File: src/rtl/psc_pkg.sv
package psc_pkg;

  typedef enum logic [1:0] {
    ST_IDLE = 2'd0,
    ST_LAT  = 2'd1,
    ST_DATA = 2'd2
  } psc_state_e;

  // Clocks from the address cycle to the first data cycle.
  function automatic logic [3:0] lat_cycles(input logic [2:0] code);
    if (code < 3'd2) return 4'd3;
    return {1'b0, code} + 4'd1;
  endfunction

endpackage

File: src/rtl/psc_ce_guard.sv
// Tracks how long chip select has been low and how long it has been high.
module psc_ce_guard #(
  parameter int CE_MAX_CYC  = 32,
  parameter int CE_HIGH_MIN = 3
) (
  input  logic clk,
  input  logic rst,
  input  logic ce_n,
  output logic low_last,
  output logic high_ok
);
  localparam int LOW_W = $clog2(CE_MAX_CYC + 1);
  localparam int HI_W  = $clog2(CE_HIGH_MIN + 1);
  localparam logic [LOW_W-1:0] LOW_TOP = LOW_W'(CE_MAX_CYC - 1);
  localparam logic [HI_W-1:0]  HI_TOP  = HI_W'(CE_HIGH_MIN - 1);

  logic [LOW_W-1:0] low_cnt;
  logic [HI_W-1:0]  hi_cnt;

  always_ff @(posedge clk) begin
    if (rst) begin
      low_cnt <= '0;
      hi_cnt  <= HI_TOP;
    end else if (ce_n) begin
      low_cnt <= '0;
      if (hi_cnt != HI_TOP) hi_cnt <= hi_cnt + 1'b1;
    end else begin
      hi_cnt <= '0;
      if (low_cnt != LOW_TOP) low_cnt <= low_cnt + 1'b1;
    end
  end

  assign low_last = ~ce_n & (low_cnt == LOW_TOP);
  assign high_ok  = ce_n & (hi_cnt == HI_TOP);
endmodule

File: src/rtl/psc_rd_capture.sv
// Registers each read word taken from the device bus.
module psc_rd_capture #(
  parameter int DATA_W = 16
) (
  input  logic              clk,
  input  logic              rst,
  input  logic              take,
  input  logic [DATA_W-1:0] din,
  output logic [DATA_W-1:0] dout,
  output logic              dvalid
);
  always_ff @(posedge clk) begin
    if (rst) begin
      dvalid <= 1'b0;
      dout   <= '0;
    end else begin
      dvalid <= take;
      if (take) dout <= din;
    end
  end
endmodule

File: src/rtl/psc_seq.sv
// Access sequencer: start, latency count, data phase, split and restart.
module psc_seq
  import psc_pkg::*;
#(
  parameter int ADDR_W = 20,
  parameter int DATA_W = 16,
  parameter int LEN_W  = 8
) (
  input  logic                clk,
  input  logic                rst,
  input  logic                req_valid,
  input  logic                req_write,
  input  logic [ADDR_W-1:0]   req_addr,
  input  logic [LEN_W-1:0]    req_len,
  input  logic [DATA_W/8-1:0] wr_be,
  input  logic [2:0]          cfg_latency,
  input  logic                cfg_wait_low,
  input  logic                mem_wait,
  input  logic                low_last,
  input  logic                high_ok,
  output logic                req_ready,
  output logic                rd_take,
  output logic                wr_ready,
  output logic                mem_clk_en,
  output logic                mem_ce_n,
  output logic                mem_adv_n,
  output logic                mem_we_n,
  output logic                mem_oe_n,
  output logic [DATA_W/8-1:0] mem_be_n,
  output logic [ADDR_W-1:0]   mem_addr,
  output logic                mem_dq_oe
);
  localparam int BE_W = DATA_W / 8;
  localparam int RM_W = LEN_W + 1;

  psc_state_e        state;
  logic              ce_n_q, adv_n_q, we_n_q, oe_n_q, clk_en_q;
  logic              kind_wr, pend;
  logic [ADDR_W-1:0] addr_q, next_addr;
  logic [RM_W-1:0]   remain;
  logic [3:0]        lat_cnt, lat_tgt;
  logic              wait_act, in_data, xfer, last_word, go_new, go_again;

  always_comb begin
    wait_act  = cfg_wait_low ? ~mem_wait : mem_wait;
    in_data   = (state == ST_DATA);
    xfer      = in_data & ~wait_act;
    last_word = xfer & (remain == RM_W'(1));
    req_ready = (state == ST_IDLE) & high_ok & ~pend;
    go_new    = req_valid & req_ready;
    go_again  = (state == ST_IDLE) & high_ok & pend;
  end

  always_ff @(posedge clk) begin
    if (rst) begin
      state     <= ST_IDLE;
      ce_n_q    <= 1'b1;
      adv_n_q   <= 1'b1;
      we_n_q    <= 1'b1;
      oe_n_q    <= 1'b1;
      clk_en_q  <= 1'b0;
      kind_wr   <= 1'b0;
      pend      <= 1'b0;
      addr_q    <= '0;
      next_addr <= '0;
      remain    <= '0;
      lat_cnt   <= '0;
      lat_tgt   <= 4'd3;
    end else begin
      unique case (state)
        ST_IDLE: begin
          if (go_new | go_again) begin
            state    <= ST_LAT;
            ce_n_q   <= 1'b0;
            adv_n_q  <= 1'b0;
            clk_en_q <= 1'b1;
            lat_cnt  <= '0;
            lat_tgt  <= lat_cycles(cfg_latency);
            if (go_new) begin
              kind_wr   <= req_write;
              we_n_q    <= ~req_write;
              addr_q    <= req_addr;
              next_addr <= req_addr;
              remain    <= RM_W'(req_len) + RM_W'(1);
            end else begin
              we_n_q <= ~kind_wr;
              addr_q <= next_addr;
              pend   <= 1'b0;
            end
          end
        end
        ST_LAT: begin
          adv_n_q <= 1'b1;
          oe_n_q  <= kind_wr;
          lat_cnt <= lat_cnt + 4'd1;
          if (lat_cnt == lat_tgt - 4'd1) state <= ST_DATA;
        end
        ST_DATA: begin
          if (xfer) begin
            next_addr <= next_addr + 1'b1;
            remain    <= remain - 1'b1;
          end
          if (last_word | low_last) begin
            state    <= ST_IDLE;
            ce_n_q   <= 1'b1;
            clk_en_q <= 1'b0;
            we_n_q   <= 1'b1;
            oe_n_q   <= 1'b1;
            pend     <= ~last_word;
          end
        end
        default: state <= ST_IDLE;
      endcase
    end
  end

  assign mem_ce_n   = ce_n_q;
  assign mem_adv_n  = adv_n_q;
  assign mem_we_n   = we_n_q;
  assign mem_oe_n   = oe_n_q;
  assign mem_clk_en = clk_en_q;
  assign mem_addr   = addr_q;
  assign mem_dq_oe  = in_data & kind_wr;
  assign mem_be_n   = kind_wr ? ~(wr_be & {BE_W{in_data}}) : {BE_W{ce_n_q}};
  assign rd_take    = xfer & ~kind_wr;
  assign wr_ready   = xfer & kind_wr;
endmodule

File: src/rtl/psram_burst_ctrl.sv
module psram_burst_ctrl #(
  parameter int ADDR_W      = 20,
  parameter int DATA_W      = 16,
  parameter int LEN_W       = 8,
  parameter int CE_MAX_CYC  = 32,
  parameter int CE_HIGH_MIN = 3
) (
  input  logic                clk,
  input  logic                rst,
  input  logic                req_valid,
  output logic                req_ready,
  input  logic                req_write,
  input  logic [ADDR_W-1:0]   req_addr,
  input  logic [LEN_W-1:0]    req_len,
  input  logic [DATA_W-1:0]   wr_data,
  input  logic [DATA_W/8-1:0] wr_be,
  output logic                wr_ready,
  output logic [DATA_W-1:0]   rd_data,
  output logic                rd_valid,
  input  logic [2:0]          cfg_latency,
  input  logic                cfg_wait_low,
  output logic                mem_clk_en,
  output logic                mem_ce_n,
  output logic                mem_adv_n,
  output logic                mem_we_n,
  output logic                mem_oe_n,
  output logic [DATA_W/8-1:0] mem_be_n,
  output logic [ADDR_W-1:0]   mem_addr,
  output logic [DATA_W-1:0]   mem_dq_out,
  output logic                mem_dq_oe,
  input  logic [DATA_W-1:0]   mem_dq_in,
  input  logic                mem_wait
);
  logic low_last, high_ok, rd_take;

  psc_ce_guard #(.CE_MAX_CYC(CE_MAX_CYC), .CE_HIGH_MIN(CE_HIGH_MIN)) u_guard (
    .clk(clk), .rst(rst), .ce_n(mem_ce_n), .low_last(low_last), .high_ok(high_ok)
  );

  psc_seq #(.ADDR_W(ADDR_W), .DATA_W(DATA_W), .LEN_W(LEN_W)) u_seq (
    .clk(clk), .rst(rst), .req_valid(req_valid), .req_write(req_write),
    .req_addr(req_addr), .req_len(req_len), .wr_be(wr_be),
    .cfg_latency(cfg_latency), .cfg_wait_low(cfg_wait_low), .mem_wait(mem_wait),
    .low_last(low_last), .high_ok(high_ok), .req_ready(req_ready),
    .rd_take(rd_take), .wr_ready(wr_ready), .mem_clk_en(mem_clk_en),
    .mem_ce_n(mem_ce_n), .mem_adv_n(mem_adv_n), .mem_we_n(mem_we_n),
    .mem_oe_n(mem_oe_n), .mem_be_n(mem_be_n), .mem_addr(mem_addr),
    .mem_dq_oe(mem_dq_oe)
  );

  psc_rd_capture #(.DATA_W(DATA_W)) u_rd (
    .clk(clk), .rst(rst), .take(rd_take), .din(mem_dq_in),
    .dout(rd_data), .dvalid(rd_valid)
  );

  assign mem_dq_out = wr_data;
endmodule

File: config.mk
export PLATFORM = sky130hd
export DESIGN_NAME = psram_burst_ctrl
export DESIGN_NICKNAME = d
export VERILOG_FILES = /design/src/rtl/psc_pkg.sv /design/src/rtl/psc_ce_guard.sv /design/src/rtl/psc_rd_capture.sv /design/src/rtl/psc_seq.sv /design/src/rtl/psram_burst_ctrl.sv
export SDC_FILE = /design/constraint.sdc
export NUM_CORES = 1
export LEC_CHECK = 0
export ABC_AREA = 1
export BUFFER_PORTS_ARGS = -buffer_cell sky130_fd_sc_hd__buf_4
export CAP_MARGIN = 5
export CORE_MARGIN = 2
export CORE_UTILIZATION = 50
export CTS_CLUSTER_SIZE = 16
export DETAILED_ROUTE_END_ITERATION = 12
export PLACE_DENSITY = 0.78
export RECOVER_POWER = 100
export SLEW_MARGIN = 20
export SYNTH_ARGS = -nofsm -noshare
export SYNTH_HDL_FRONTEND = slang
export SYNTH_HIERARCHICAL = 1
export SYNTH_SLANG_ARGS = --single-unit
File: constraint.sdc
create_clock -name clk -period 1.9 [get_ports clk]
set_clock_uncertainty 0.05 [all_clocks]
set_input_delay 0.19 -clock clk [delete_from_list [all_inputs] [get_ports clk]]
set_output_delay 0.19 -clock clk [all_outputs]
set_load 0.01 [all_outputs]
* Word level (Yosys, flattened, before mapping)
Index checks and enable logic that the tools add are counted.
** Cells by class
- Muxes and demuxes :: 39
- $lt $le $gt $ge :: 1
- Add/sub/neg operators :: 8
- Equality and inequality tests :: 15
- Reduce and logical (&&, ||, !) cells :: 15
- Bitwise gates (word level) :: 22
** Operators with widths (number)
- $mux 20 :: 3
- $pmux 20 s2 :: 1
- $mux 9 :: 3
- $add 20x1->20 const B :: 1
- $pmux 9 s2 :: 1
- $mux 1 :: 14
- $mux 2 :: 6
- $mux 4 :: 3
- $ne 2x2->1 const B :: 6
- $pmux 1 s2 :: 6
- $reduce_and 3->1 :: 4
- $and 1x1->1 :: 11
- $add 8x1->9 const B :: 1
- $eq 9x1->1 const B :: 1
- $sub 9x1->9 const B :: 1
- $pmux 4 s2 :: 1
- $reduce_and 4->1 :: 2
- $not 1->1 :: 7
- $add 6x1->6 const B :: 1
- $eq 6x5->1 const B :: 1
- $ne 6x5->1 const B :: 1
- $pmux 2 s3 :: 1
- $reduce_and 2->1 :: 3
- $reduce_bool 2->1 :: 3
- 14 further kinds :: 18
** Storage, ports and cells
- Input bits :: 71
- Word-level logic and storage cells :: 118
- Register bits after elaboration :: 91
- Output and inout port bits :: 63

* Logic depth before layout (Yosys ltp)
- Word-level depth :: 10
- Gate-level depth with buffers :: 12
- Gate-level depth less buffers :: 11

* Hierarchy
The synthesis kept the hierarchy.
** By module, submodules not included
- psc_seq :: cells an instance 639, area an instance 4036.4 sq um, times used 1
- psc_rd_capture :: cells an instance 105, area an instance 767.0 sq um, times used 1
- psc_ce_guard :: cells an instance 58, area an instance 395.4 sq um, times used 1
- psram_burst_ctrl :: cells an instance 16, area an instance 120.1 sq um, times used 1

* Worst setup path after synthesis
OpenSTA, ideal clock, no wires.
- Path kind :: register -> register
- From :: register u_seq.ce_n_q (netlist: u_seq/mem_ce_n)
- To :: register u_seq.remain[8]
- Cell stages (with the launch flop) :: 9
- Arrival :: 1.591 ns
- Period minus slack after synthesis :: 1.758 ns
- Path slack :: 0.142 ns
- Setup time :: 0.117 ns
- Data required time :: 1.733 ns
- Cell sequence :: dfxtp_1 -> inv_1 -> nor2_1 -> o211ai_2 -> nand2_1 -> nand2_1 -> buf_4 -> nor3_2 -> nor2_1
** On the way
- Word-level cells in the longest chain between the ends :: 7
** Ends and longest elaborated chain
- start: declaration :: RTL line psc_seq.sv:37 : logic ce_n_q, adv_n_q, we_n_q, oe_n_q, clk_en_q;
- start signal: assignment :: RTL line psc_seq.sv:57 : ce_n_q <= 1'b1;
- start signal: assignment :: RTL line psc_seq.sv:74 : ce_n_q <= 1'b0;
- start signal: assignment :: RTL line psc_seq.sv:105 : ce_n_q <= 1'b1;
- $and 1x1->1 * :: RTL line psc_ce_guard.sv:34 : assign high_ok = ce_n & (hi_cnt == HI_TOP);
- named net high_ok :: RTL line psram_burst_ctrl.sv:34 : logic low_last, high_ok, rd_take;
- $and 1x1->1 * :: RTL line psc_seq.sv:49, psc_seq.sv:51
- $and 1x1->1 :: RTL line psc_seq.sv:49 : req_ready = (state == ST_IDLE) & high_ok & ~pend;
- $and 1x1->1 :: RTL line psc_seq.sv:50 : go_new = req_valid & req_ready;
- $or 1x1->1 :: RTL line psc_seq.sv:72 : if (go_new | go_again) begin
- $ne 2x2->1 (no source line)
- $reduce_and 4->1 (no source line) *
- end signal: assignment :: RTL line psc_seq.sv:84 : remain <= RM_W'(req_len) + RM_W'(1);
- end signal: assignment :: RTL line psc_seq.sv:101 : remain <= remain - 1'b1;
- end: declaration :: RTL line psc_seq.sv:40 : logic [RM_W-1:0] remain;
Mark *: on every way through the listed nets, which the timed path passes. The rest lies on a longest branch.
A chain may end at the register's enable or synchronous reset.

* Worst setup path after layout
- From :: register u_seq.state[1]
- To :: output port mem_be_n[1]
** On the way
- Word-level cells in the longest chain between the ends :: 4
** Ends and longest elaborated chain
- start: declaration :: RTL line psc_seq.sv:36 : psc_state_e state;
- start signal: assignment :: RTL line psc_seq.sv:56 : state <= ST_IDLE;
- start signal: assignment :: RTL line psc_seq.sv:73 : state <= ST_LAT;
- start signal: assignment :: RTL line psc_seq.sv:96 : if (lat_cnt == lat_tgt - 4'd1) state <= ST_DATA;
- $eq 2x2->1 :: RTL line psc_seq.sv:46 : in_data = (state == ST_DATA);
- $and 2x2->2 :: RTL line psc_seq.sv:124 : assign mem_be_n = kind_wr ? ~(wr_be & {BE_W{in_data}}) : {BE_W{ce_n_q}};
- $not 2->2 :: RTL line psc_seq.sv:124
- $mux 2 :: RTL line psc_seq.sv:124
- end: declaration :: RTL line psram_burst_ctrl.sv:27 : output logic [DATA_W/8-1:0] mem_be_n,
Every way passes these cells.

==> impl_metrics.env <==
export IMPL_io_pins=134
export IMPL_r2r_slack_ns=0.15
export IMPL_path_delay_family="flip-flops"
export IMPL_critPathKind="reg2out"
export IMPL_rsz0062_at_grt="true"
export IMPL_final_nets=982
export IMPL_rows=37
export IMPL_max_slew_margin_pct=72.9
export IMPL_wl_per_cell_um=12.3
export IMPL_die_h_um=107
export IMPL_drc=0
export IMPL_p_leak_nw=2.77
export IMPL_max_freq_mhz=562
export IMPL_cts_setup_buffers=0
export IMPL_grt_overflow_total=0
export IMPL_numPortBuffers=101
export IMPL_crit_path_max_fanout=7
export IMPL_gp_congestion=0.864
export IMPL_fin_crit_sh_pct=93.7
export IMPL_grt_pass1_wl_mm=21.2
export IMPL_synth_largest_area_cell="dfxtp_1"
export IMPL_whs_endpoint="u_rd/dout[13]"
export IMPL_cp_slowest_cell="dfxtp_1"
export IMPL_ys_seq_area_share_pct=34.3
export IMPL_synth_cell_types=41
export IMPL_crit_path_max_incr_delay_ns=0.42
export IMPL_crit_arrival_ns=1.54
export IMPL_drtIter0Drc=380
export IMPL_netlist_instances=818
export IMPL_whs_path_depth=5
export IMPL_dp_cells=1028
export IMPL_synth_seq_cells=91
export IMPL_dp_hpwl_mm=9.32
export IMPL_crit_chain="inv_2 -> nor2_4 -> inv_2 -> nor2_2 -> a21oi_1 -> buf_4"
export IMPL_critPathCaptureType="primary output"
export IMPL_firstDrtPassIters=4
export IMPL_status="finished, final reports clean"
export IMPL_critPathLaunchType="flip-flop"
export IMPL_clk_path_buf_depth=2
export IMPL_instances_no_fill=1044
export IMPL_startpoint="u_seq/state[1]"
export IMPL_start_util_pct=51.5
export IMPL_fillCellCount=1042
export IMPL_ctsHtreeMaxLevel=3
export IMPL_hold_buffers=0
export IMPL_die_w_um=107
export IMPL_critPathBufInv=3
export IMPL_synth_warnings=6
export IMPL_postRouteWirelength_mm=12.9
export IMPL_report_final_hold_viol_count=0
export IMPL_hold_start="mem_dq_in[13]"
export IMPL_max_slew_worst_pin_slew_ns=0.406
export IMPL_drtAntennaViolNets=0
export IMPL_cp_common_cell="inv_2"
export IMPL_grt_pass1_vias=4713
export IMPL_synth_nets=897
export IMPL_synth_area_um2=5320
export IMPL_area_delta_synth_final_pct=16.3
export IMPL_synth_avg_cell_area_um2=6.50
export IMPL_yosysTopAreaCellShare_pct=34.3
export IMPL_peakVddDrop_v=0.000424
export IMPL_setup_viol=0
export IMPL_r2r_start="u_guard/hi_cnt[0]"
export IMPL_powerDensity_nw_per_um2=1000
export IMPL_cts_buffers=9
export IMPL_grt_antenna_before_repair=0
export IMPL_synth_area_top_cells="dfxtp_1, nand2_1, inv_1, nor2_1, o21ai_0"
export IMPL_drive_gt1_share_pct=15.7
export IMPL_finalMaxSlewViolations=0
export IMPL_tritoncts="done"
export IMPL_clk_pin_slew_ns=0.10
export IMPL_clock_latency_ns=0.37
export IMPL_vias_per_cell=5.08
export IMPL_required_ns=1.66
export IMPL_grt_max_degree=35
export IMPL_holdWs_ns=0.0497
export IMPL_die_area_um2=11500
export IMPL_cts_sinks=91
export IMPL_cts_root_buf="clkbuf_8"
export IMPL_fin_setup_tns_ns=0
export IMPL_grt_use_total_pct=22.4
export IMPL_min_path_type="in2reg"
export IMPL_coreArea_um2=10300
export IMPL_max_cap_violations=0
export IMPL_r2r_end="u_seq/remain[7]"
export IMPL_route_vias_total=5306
export IMPL_diodes=0
export IMPL_seqCellArea_um2=1820
export IMPL_reg2reg_depth=10
export IMPL_min_period_ns=1.78
export IMPL_multiInputGateArea_um2=2790
==> report_power, final <==
group	internal [mW]	switching (mW)	leakage, nW	total, mW
Clock	0.629	0.744	0.103	1.37
Combinational	0.904	1.44	1.92	2.34
Sequential	2.23	0.253	0.743	2.48
Total	3.76	2.43	2.77	6.19
==> metrics by stage <==
stage	setup slack [ns]	util, %	power [mW]	cell area (µm²)
6_report	0.120	59.9	6.19	6190
5_1_grt	-0.0182	59.9	6.63	6190
4_1_cts	0.0131	61.3	6.32	6330
3_5_place_dp	-0.0430	59.3	4.92	6120
3_3_place_gp	0.0243	59.3	4.89	6120
2_1_floorplan	0.142	-	4.08	5320
==> synthesized netlist by cell type <==
cell,number
nand2_1,221
inv_1,100
dfxtp_1,91
nor2_1,89
o21ai_0,57
nand3_1,51
a21oi_1,47
buf_4,20
o21a_1,13
buf_2,12
o211ai_1,12
nor2_2,11
clkbuf_1,10
nand2_2,10
ha_1,8
xnor2_1,8
inv_2,7
nand4_1,5
nor3_1,5
o21ai_1,5
a31oi_1,4
xor2_1,4
buf_6,3
nand3_2,3
nor2_4,3
or2_2,3
nand3b_1,2
a211oi_2,1
a21oi_2,1
buf_12,1
buf_8,1
clkbuf_2,1
nand2_4,1
nand4_2,1
nor3_2,1
nor4_1,1
o211a_1,1
o211ai_2,1
o221ai_1,1
o31ai_1,1
or2_0,1
==> layout make-up <==
class                      instances  area share, %
multi-input combinational        572           45.1
sequential                        91           29.5
timing repair buffer             122           12.9
inverter                         107           6.49
tap                              136           2.75
clock buffer                       9           2.00
clock inverter                     7           1.29
==> flip-flops by register name (all words and copies together) (netlist names) <==
signal / cells
u_guard/hi_cnt: 2
u_guard/low_cnt: 6
u_rd/dout: 16
u_rd/dvalid: 1
u_seq/kind_wr: 1
u_seq/lat_cnt: 4
u_seq/lat_tgt: 4
u_seq/mem_addr: 20
u_seq/mem_adv_n: 1
u_seq/mem_ce_n: 1
u_seq/mem_clk_en: 1
u_seq/mem_oe_n: 1
u_seq/mem_we_n: 1
u_seq/next_addr: 20
u_seq/pend: 1
u_seq/remain: 9
u_seq/state: 2
==> placed cells by master, fill, tap and decap left out, types with 4 or more instances in the layout <==
cell type  count
clkbuf_8       9
nor2_4         4
a21oi_1       47
xor2_1         4
o211ai_1      12
nand2_1      220
nor3_1         5
xnor2_1        8
o21ai_0       56
nor2_2        13
nand3_1       51
a31oi_1        4
buf_4         74
nor2_1        86
ha_1           8
dfxtp_1       90
o21ai_1        5
o21a_1        13
clkbuf_1      44
nand4_1        5
nand2_2       11
inv_1        100
inv_2          7
==> tightest hold or removal path: cells and delay by family <==
kind / cells / cell delay (ns)
and+or+nand+nor: 3 / 0.15
buffers and inverters: 2 / 0.11
==> worst max-delay path by stage <==
stage	to	slack (ns)	cells after the start
after global routing	u_seq/next_addr[4]	-0.02	11
after global placement	u_seq/mem_addr[10]	0.02	9
after floorplan	u_seq/remain[8]	0.14	8
final	mem_be_n[1]	0.12	6
after detailed placement	u_seq/remain[7]	-0.04	10
after CTS	u_seq/next_addr[4]	0.01	11
==> cell families after synthesis <==
family | count (synthesis) | share of synthesized area [%]
compound gates | 144 | 15.4
flops | 91 | 34.3
fa+ha+maj | 8 | 1.88
xor+xnor | 12 | 1.98
simple gates | 408 | 32.9
buf+inv | 155 | 13.6
==> routing by layer <==
metal / GRT usage (%) / share of wire [%]
met2: 37.7 / 47
met4: 5.57 / 0.97
met1: 29.4 / 46
met5: 0 / 0
met3: 4.38 / 6.1
==> repair_timing <==
item / CTS / global route
gates resized for setup: 1 / 8
setup endpoints to repair: 3 / 52
cloned: 0 / 0
(Power assumes the default switching activity.)
